`src/rtl/rxs_irq_pkg.sv`:
```
package rxs_irq_pkg;
   localparam int FIXED_W       = 32;
   localparam int FIXED_SIZE_W  = 10;
   localparam int SIZE_EN_BIT   = 31;
   localparam int SIZE_ACK_BIT  = 30;
   localparam int SIZE_LSB      = 20;
   localparam int RDY_SEL_LSB   = 18;
   localparam int RDY_ACK_BIT   = 17;
   localparam int RDY_ONE_BIT   = 16;
   localparam int RDY_ZERO_BIT  = 15;
   localparam int NFLAG         = 4;
   localparam logic [31:0] CTRL_MASK = 32'hC00E6666;

   typedef enum logic [1:0] {
      RDY_OFF     = 2'd0,
      RDY_ON_ONE  = 2'd1,
      RDY_ON_ZERO = 2'd2,
      RDY_ON_ANY  = 2'd3
   } rdy_sel_e;

   // status position of flag i; ack sits one above, enable two above
   function automatic int flag_st_pos(input int idx);
      case (idx)
         0:       return 0;
         1:       return 4;
         2:       return 8;
         default: return 12;
      endcase
   endfunction
endpackage

```
`src/rtl/rxs_sticky_bit.sv`:
```
module rxs_sticky_bit (
   input  logic clk,
   input  logic rst_n,
   input  logic set_i,
   input  logic clr_i,
   output logic q_o
);
   always_ff @(posedge clk) begin
      if (!rst_n)     q_o <= 1'b0;
      else if (set_i) q_o <= 1'b1;
      else if (clr_i) q_o <= 1'b0;
   end

   assert_event_wins_R5: assert property (@(posedge clk) disable iff (!rst_n)
      set_i |=> q_o);
   assert_ack_clears_R4: assert property (@(posedge clk) disable iff (!rst_n)
      (clr_i && !set_i) |=> !q_o);
   assert_sticky_hold_R3: assert property (@(posedge clk) disable iff (!rst_n)
      (!set_i && !clr_i) |=> $stable(q_o));
endmodule

```
`src/rtl/rxs_size_hold.sv`:
```
module rxs_size_hold #(
   parameter int W = 10
) (
   input  logic         clk,
   input  logic         rst_n,
   input  logic         load_i,
   input  logic [W-1:0] val_i,
   input  logic         clr_i,
   output logic [W-1:0] q_o
);
   always_ff @(posedge clk) begin
      if (!rst_n)      q_o <= '0;
      else if (load_i) q_o <= val_i;
      else if (clr_i)  q_o <= '0;
   end

   assert_size_latest_R6: assert property (@(posedge clk) disable iff (!rst_n)
      load_i |=> (q_o == $past(val_i)));
   assert_size_ack_R6: assert property (@(posedge clk) disable iff (!rst_n)
      (clr_i && !load_i) |=> (q_o == '0));
endmodule

```
`src/rtl/rxs_ready_track.sv`:
```
module rxs_ready_track (
   input  logic clk,
   input  logic rst_n,
   input  logic vld_i,
   input  logic bit_i,
   input  logic clr_i,
   output logic one_o,
   output logic zero_o
);
   rxs_sticky_bit u_one (
      .clk(clk), .rst_n(rst_n), .set_i(vld_i && bit_i),
      .clr_i(clr_i), .q_o(one_o));
   rxs_sticky_bit u_zero (
      .clk(clk), .rst_n(rst_n), .set_i(vld_i && !bit_i),
      .clr_i(clr_i), .q_o(zero_o));

   assert_ready_polarity_R7: assert property (@(posedge clk) disable iff (!rst_n)
      (vld_i && !bit_i && !zero_o && clr_i) |=> (zero_o && !one_o));
endmodule

```
`src/rtl/rxs_irq_csr.sv`:
```
module rxs_irq_csr
   import rxs_irq_pkg::*;
#(
   parameter int REG_W   = 32,
   parameter int SIZE_W  = 10,
   parameter bit IRQ_REG = 1'b0
) (
   input  logic              clk,
   input  logic              rst_n,
   input  logic              wr_en,
   input  logic [REG_W-1:0]  wr_data,
   output logic [REG_W-1:0]  rd_data,
   input  logic [NFLAG-1:0]  flag_evt,
   input  logic              size_vld,
   input  logic [SIZE_W-1:0] size_val,
   input  logic              rdy_vld,
   input  logic              rdy_bit,
   output logic              irq
);
   localparam int SIZE_MSB = SIZE_LSB + SIZE_W - 1;

   generate
      if (REG_W != FIXED_W) begin : g_bad_w
         $error("rxs_irq_csr: REG_W must be %0d", FIXED_W);
      end
      if (SIZE_W != FIXED_SIZE_W) begin : g_bad_size
         $error("rxs_irq_csr: SIZE_W must be %0d", FIXED_SIZE_W);
      end
   endgenerate

   // ---------------- control fields ----------------
   logic             size_en, size_ack, rdy_ack;
   rdy_sel_e         rdy_sel;
   logic [NFLAG-1:0] flag_en, flag_ack;

   always_ff @(posedge clk) begin
      if (!rst_n) begin
         size_en  <= 1'b0;
         size_ack <= 1'b0;
         rdy_ack  <= 1'b0;
         rdy_sel  <= RDY_OFF;
         flag_en  <= '0;
         flag_ack <= '0;
      end else if (wr_en) begin
         size_en  <= wr_data[SIZE_EN_BIT];
         size_ack <= wr_data[SIZE_ACK_BIT];
         rdy_ack  <= wr_data[RDY_ACK_BIT];
         rdy_sel  <= rdy_sel_e'(wr_data[RDY_SEL_LSB +: 2]);
         for (int i = 0; i < NFLAG; i++) begin
            flag_en[i]  <= wr_data[flag_st_pos(i) + 2];
            flag_ack[i] <= wr_data[flag_st_pos(i) + 1];
         end
      end
   end

   // ---------------- status storage ----------------
   logic [NFLAG-1:0]  flag_st;
   logic [SIZE_W-1:0] size_q;
   logic              rdy_one, rdy_zero;

   genvar gi;
   generate
      for (gi = 0; gi < NFLAG; gi++) begin : g_flag
         localparam int ST = flag_st_pos(gi);
         rxs_sticky_bit u_bit (
            .clk   (clk),
            .rst_n (rst_n),
            .set_i (flag_evt[gi]),
            .clr_i (wr_en && wr_data[ST + 1]),
            .q_o   (flag_st[gi])
         );
      end
   endgenerate

   rxs_size_hold #(.W(SIZE_W)) u_size (
      .clk    (clk),
      .rst_n  (rst_n),
      .load_i (size_vld),
      .val_i  (size_val),
      .clr_i  (wr_en && wr_data[SIZE_ACK_BIT]),
      .q_o    (size_q)
   );

   rxs_ready_track u_rdy (
      .clk    (clk),
      .rst_n  (rst_n),
      .vld_i  (rdy_vld),
      .bit_i  (rdy_bit),
      .clr_i  (wr_en && wr_data[RDY_ACK_BIT]),
      .one_o  (rdy_one),
      .zero_o (rdy_zero)
   );

   // ---------------- readback ----------------
   always_comb begin
      rd_data                       = '0;
      rd_data[SIZE_EN_BIT]          = size_en;
      rd_data[SIZE_ACK_BIT]         = size_ack;
      rd_data[SIZE_MSB:SIZE_LSB]    = size_q;
      rd_data[RDY_SEL_LSB +: 2]     = rdy_sel;
      rd_data[RDY_ACK_BIT]          = rdy_ack;
      rd_data[RDY_ONE_BIT]          = rdy_one;
      rd_data[RDY_ZERO_BIT]         = rdy_zero;
      for (int i = 0; i < NFLAG; i++) begin
         rd_data[flag_st_pos(i)]     = flag_st[i];
         rd_data[flag_st_pos(i) + 1] = flag_ack[i];
         rd_data[flag_st_pos(i) + 2] = flag_en[i];
      end
   end

   // ---------------- interrupt ----------------
   logic rdy_term, irq_next;

   always_comb begin
      unique case (rdy_sel)
         RDY_ON_ONE:  rdy_term = rdy_one;
         RDY_ON_ZERO: rdy_term = rdy_zero;
         RDY_ON_ANY:  rdy_term = rdy_one | rdy_zero;
         default:     rdy_term = 1'b0;
      endcase
      irq_next = (|(flag_st & flag_en)) | (size_en & (|size_q)) | rdy_term;
   end

   generate
      if (IRQ_REG) begin : g_irq_ff
         always_ff @(posedge clk) begin
            if (!rst_n) irq <= 1'b0;
            else        irq <= irq_next;
         end
         assert_irq_lag_R11: assert property (@(posedge clk) disable iff (!rst_n)
            irq_next |=> irq);
      end else begin : g_irq_comb
         assign irq = irq_next;
         assert_irq_masked_R8: assert property (@(posedge clk) disable iff (!rst_n)
            (rd_data[14] == 1'b0 && rd_data[10] == 1'b0 && rd_data[6] == 1'b0 &&
             rd_data[2] == 1'b0 && rd_data[19:18] == 2'd0 && rd_data[31] == 1'b0)
            |-> !irq);
         assert_size_zero_R9: assert property (@(posedge clk) disable iff (!rst_n)
            (rd_data[29:20] == '0 && rd_data[19:18] == 2'd0 &&
             (rd_data[14:0] & 15'h4444 & {rd_data[12:0], 2'b00}) == '0)
            |-> !irq);
      end
   endgenerate

   // control fields follow the last write
   assert_ctrl_readback_R2: assert property (@(posedge clk) disable iff (!rst_n)
      wr_en |=> ((rd_data & CTRL_MASK) == ($past(wr_data) & CTRL_MASK)));
   assert_reserved_zero_R2: assert property (@(posedge clk) disable iff (!rst_n)
      (rd_data[11] == 1'b0) && (rd_data[7] == 1'b0) && (rd_data[3] == 1'b0));
endmodule

```
`config.mk`:
```
export PLATFORM = sky130hd
export DESIGN_NAME = rxs_irq_csr
export DESIGN_NICKNAME = d
export VERILOG_FILES = /design/src/rtl/rxs_irq_pkg.sv /design/src/rtl/rxs_sticky_bit.sv /design/src/rtl/rxs_size_hold.sv /design/src/rtl/rxs_ready_track.sv /design/src/rtl/rxs_irq_csr.sv
export SDC_FILE = /design/constraint.sdc
export NUM_CORES = 1
export LEC_CHECK = 0
export BUFFER_PORTS_ARGS = -buffer_cell sky130_fd_sc_hd__buf_2
export CORE_MARGIN = 2
export CORE_UTILIZATION = 36
export DETAILED_ROUTE_END_ITERATION = 6
export PLACE_DENSITY = 0.75
export SYNTH_ARGS = -nofsm -noshare
export SYNTH_HDL_FRONTEND = slang
export SYNTH_SLANG_ARGS = --single-unit
```
`constraint.sdc`:
```
create_clock -name clk -period 1.5 [get_ports clk]
set_input_delay 0.3 -clock clk [delete_from_list [all_inputs] [get_ports clk]]
set_output_delay 0.3 -clock clk [all_outputs]
set_load 0.02 [all_outputs]
```
==> results_dict.tcl <==
set metrics [dict create \
    status "finished with violations" \
    violations "setup timing" \
    placed_cells 219 \
    max-vdd-ir-drop_uv 530.5 \
    global_route.usage.total_pct 15.04 \
    rsz0062_at_grt "true" \
    syn_area_per_cell_um2 10.03 \
    cts_hold_buf 0 \
    drv_slew 0 \
    instances_no_fill 227 \
    cts_inserted_buffers 5 \
    timing.hold.ws_ns 0.2204 \
    setup_violations 1 \
    end_kind "output port" \
    dr.pass1.iters 4 \
    regToRegEndpoint "u_size.q_o[5]" \
    die_y_um 61.82 \
    power.leakage_uw 0.0007784 \
    grt_pass1_vias 981 \
    cts_setup_buffers 0 \
    hp-class "input pin to register" \
    synth.distinct_cells 17 \
    critPathSlowestCell "or4_4" \
    ff2ff_setup_slack_ns 0.71 \
    postRouteWirelength_um 2793 \
    ant_nets 0 \
    cp_top_family "simple AND/OR/NAND/NOR gates" \
    hold_viol 0 \
    antenna_cells 0 \
    syn_inst 120 \
    post_cts_resized 1 \
    cts_buffer_depth 2 \
    ys_ff_latch 29 \
    clock_insertion_delay_worst_skew_ns 0.30 \
    drc 0 \
    vias 1030 \
    critPathRequiredTime_ns 1.20 \
    hpwl_um 2221 \
    worstHoldStart "flag_evt[0]" \
    min_to "g_flag[0].u_bit.q_o" \
    r2r_start "u_size.q_o[5]" \
    numPortBuffers 62 \
    critPathBufInv 1 \
    layout.cells.most_common "buf_2" \
    yosys_warnings 0 \
    fmax_mhz 483.1 \
    cts_root_buf "clkbuf_4" \
    cp.arrival_ns 1.77 \
    synthToLayoutAreaGrowth_pct 32.43 \
    fp-row-count 20 \
    drive_gt1_share_pct 45.36 \
    top_level_ports 85 \
    setup_slack_ns -0.5701 \
    start_kind "register" \
    hold_depth 3 \
    period_minus_slack_ns 2.070 \
    synth_seq_area_share_pct 48.23 \
    cp_max_fo 2 \
    dieArea_um2 3822 \
    coreArea_um2 3128 \
    synthesis.area_um2 1204 \
    fin_crit_sh_pct 138.0 \
    path_cells "or4_4 > o41ai_4 > nand4_1 > buf_2" \
    grt_overflow 0 \
    clock_skew_ns 0 \
    r2r_cells 3 \
    path_class "register to output port" \
    via_per_inst 4.537 \
    antenna_found_initial 0 \
    max-cap-violations 0 \
    start_util_pct 38.48 \
    dr.first_iter.drc_count 17 \
    drt-wirelength-per-cell_um 12.30 \
    cts_tree "built" \
    grt_max_degree 30 \
    grt_pass1_wl_um 4167 \
    h-tree-depth 2 \
    final_net_count 234 \
    gp_congestion 0.7415 \
    path_clk_slew_ns 0.09 \
    cp_slowest_stage_delay_ns 0.54 \
    powerDensity_nw_per_um2 986.1 \
    mostFrequentLayoutCells "buf_2 (62), dfxtp_1 (27), nor2b_1 (25), a22oi_1 (14), buf_4 (9)" \
    fp.dieW_um 61.82 \
    clock-sinks 29 \
]
registers in the layout, indices dropped and copies added (netlist names):
signal and cells:
u_size.q_o 10, flag_ack 4, flag_en 4, g_flag.u_bit.q_o 4, rdy_sel 2, rdy_ack 1
size_ack 1, size_en 1, u_rdy.u_one.q_o 1, u_rdy.u_zero.q_o 1
kinds of logic (layout without fill, tap and decap cells):
| family | after synthesis | after routing | synth area share [%] |
|---|---|---|---|
| buf+inv | 18 | 79 | 9.563 |
| other cells | 1 | 3 | 0.3116 |
| mux | 8 | 8 | 6.653 |
| compound gates | 26 | 26 | 16.01 |
| simple gates | 38 | 38 | 19.23 |
| flops | 29 | 29 | 48.23 |
tightest hold or removal path, cell delays in order:
cell     delay, ns
buf_2         0.07
a21oi_1       0.03
nor2b_1       0.09
routing by layer:
| layer | track usage, % | wire length [µm] |
|---|---|---|
| met1 | 16.26 | 1103 |
| met2 | 28.12 | 1568 |
| met3 | 2.484 | 95 |
| met4 | 7.295 | 27 |
| met5 | 0 | 0 |
cells in the mapped netlist, drive strengths merged:
library cell | n | share of area, %
a21boi | 5 | 3.1
a21oi | 6 | 2.8
a22oi | 14 | 8.7
buf | 14 | 8.3
clkbuf | 4 | 1.2
conb | 1 | 0.31
dfxtp | 29 | 48
mux2i | 8 | 6.7
nand2 | 5 | 1.6
nand2b | 5 | 2.6
nand4 | 1 | 0.52
nor2b | 25 | 13
o41ai | 1 | 1.4
or4 | 2 | 1.6
where the power goes:
part / switching [µW] / internal, µW
logic: 166 / 136
clock network: 246 / 178
registers: 30.7 / 815
total: 442 / 1130
area by class of cell:
type                            instances  area (µm²)
Multi-Input combinational cell         75       526.8
Clock inverter                          2       10.01
Fill cell                             314        1534
Timing Repair Buffer                   71       377.9
Sequential cell                        29       583.1
Tap cell                               44       55.05
Clock buffer                            6       41.29
stage by stage:
stage	worst slack (ns)	instance area, µm²	setup TNS [ns]	util (%)	total power (µW)
4_1_cts	-0.6135	1594	-0.6135	50.96	1606
2_1_floorplan	-0.2057	1214	-0.2057	-	1060
5_1_grt	-0.6845	1594	-0.6845	50.96	1678
3_5_place_dp	-0.2865	1531	-0.2865	48.96	1165
6_report	-0.5701	1594	-0.5701	50.96	1572
3_3_place_gp	-0.2564	1531	-0.2564	48.96	1154
how the worst max path moves through the flow:
stage,to,slack (ns),start,depth (start not counted)
global placement,irq,-0.26,u_size.q_o[5],4
detailed placement,irq,-0.29,u_size.q_o[5],4
global route,irq,-0.68,u_size.q_o[5],4
floorplan,irq,-0.21,u_size.q_o[5],3
CTS,irq,-0.61,u_size.q_o[5],4
finish,irq,-0.57,u_size.q_o[5],4
Power figures use the tool's default switching activity.
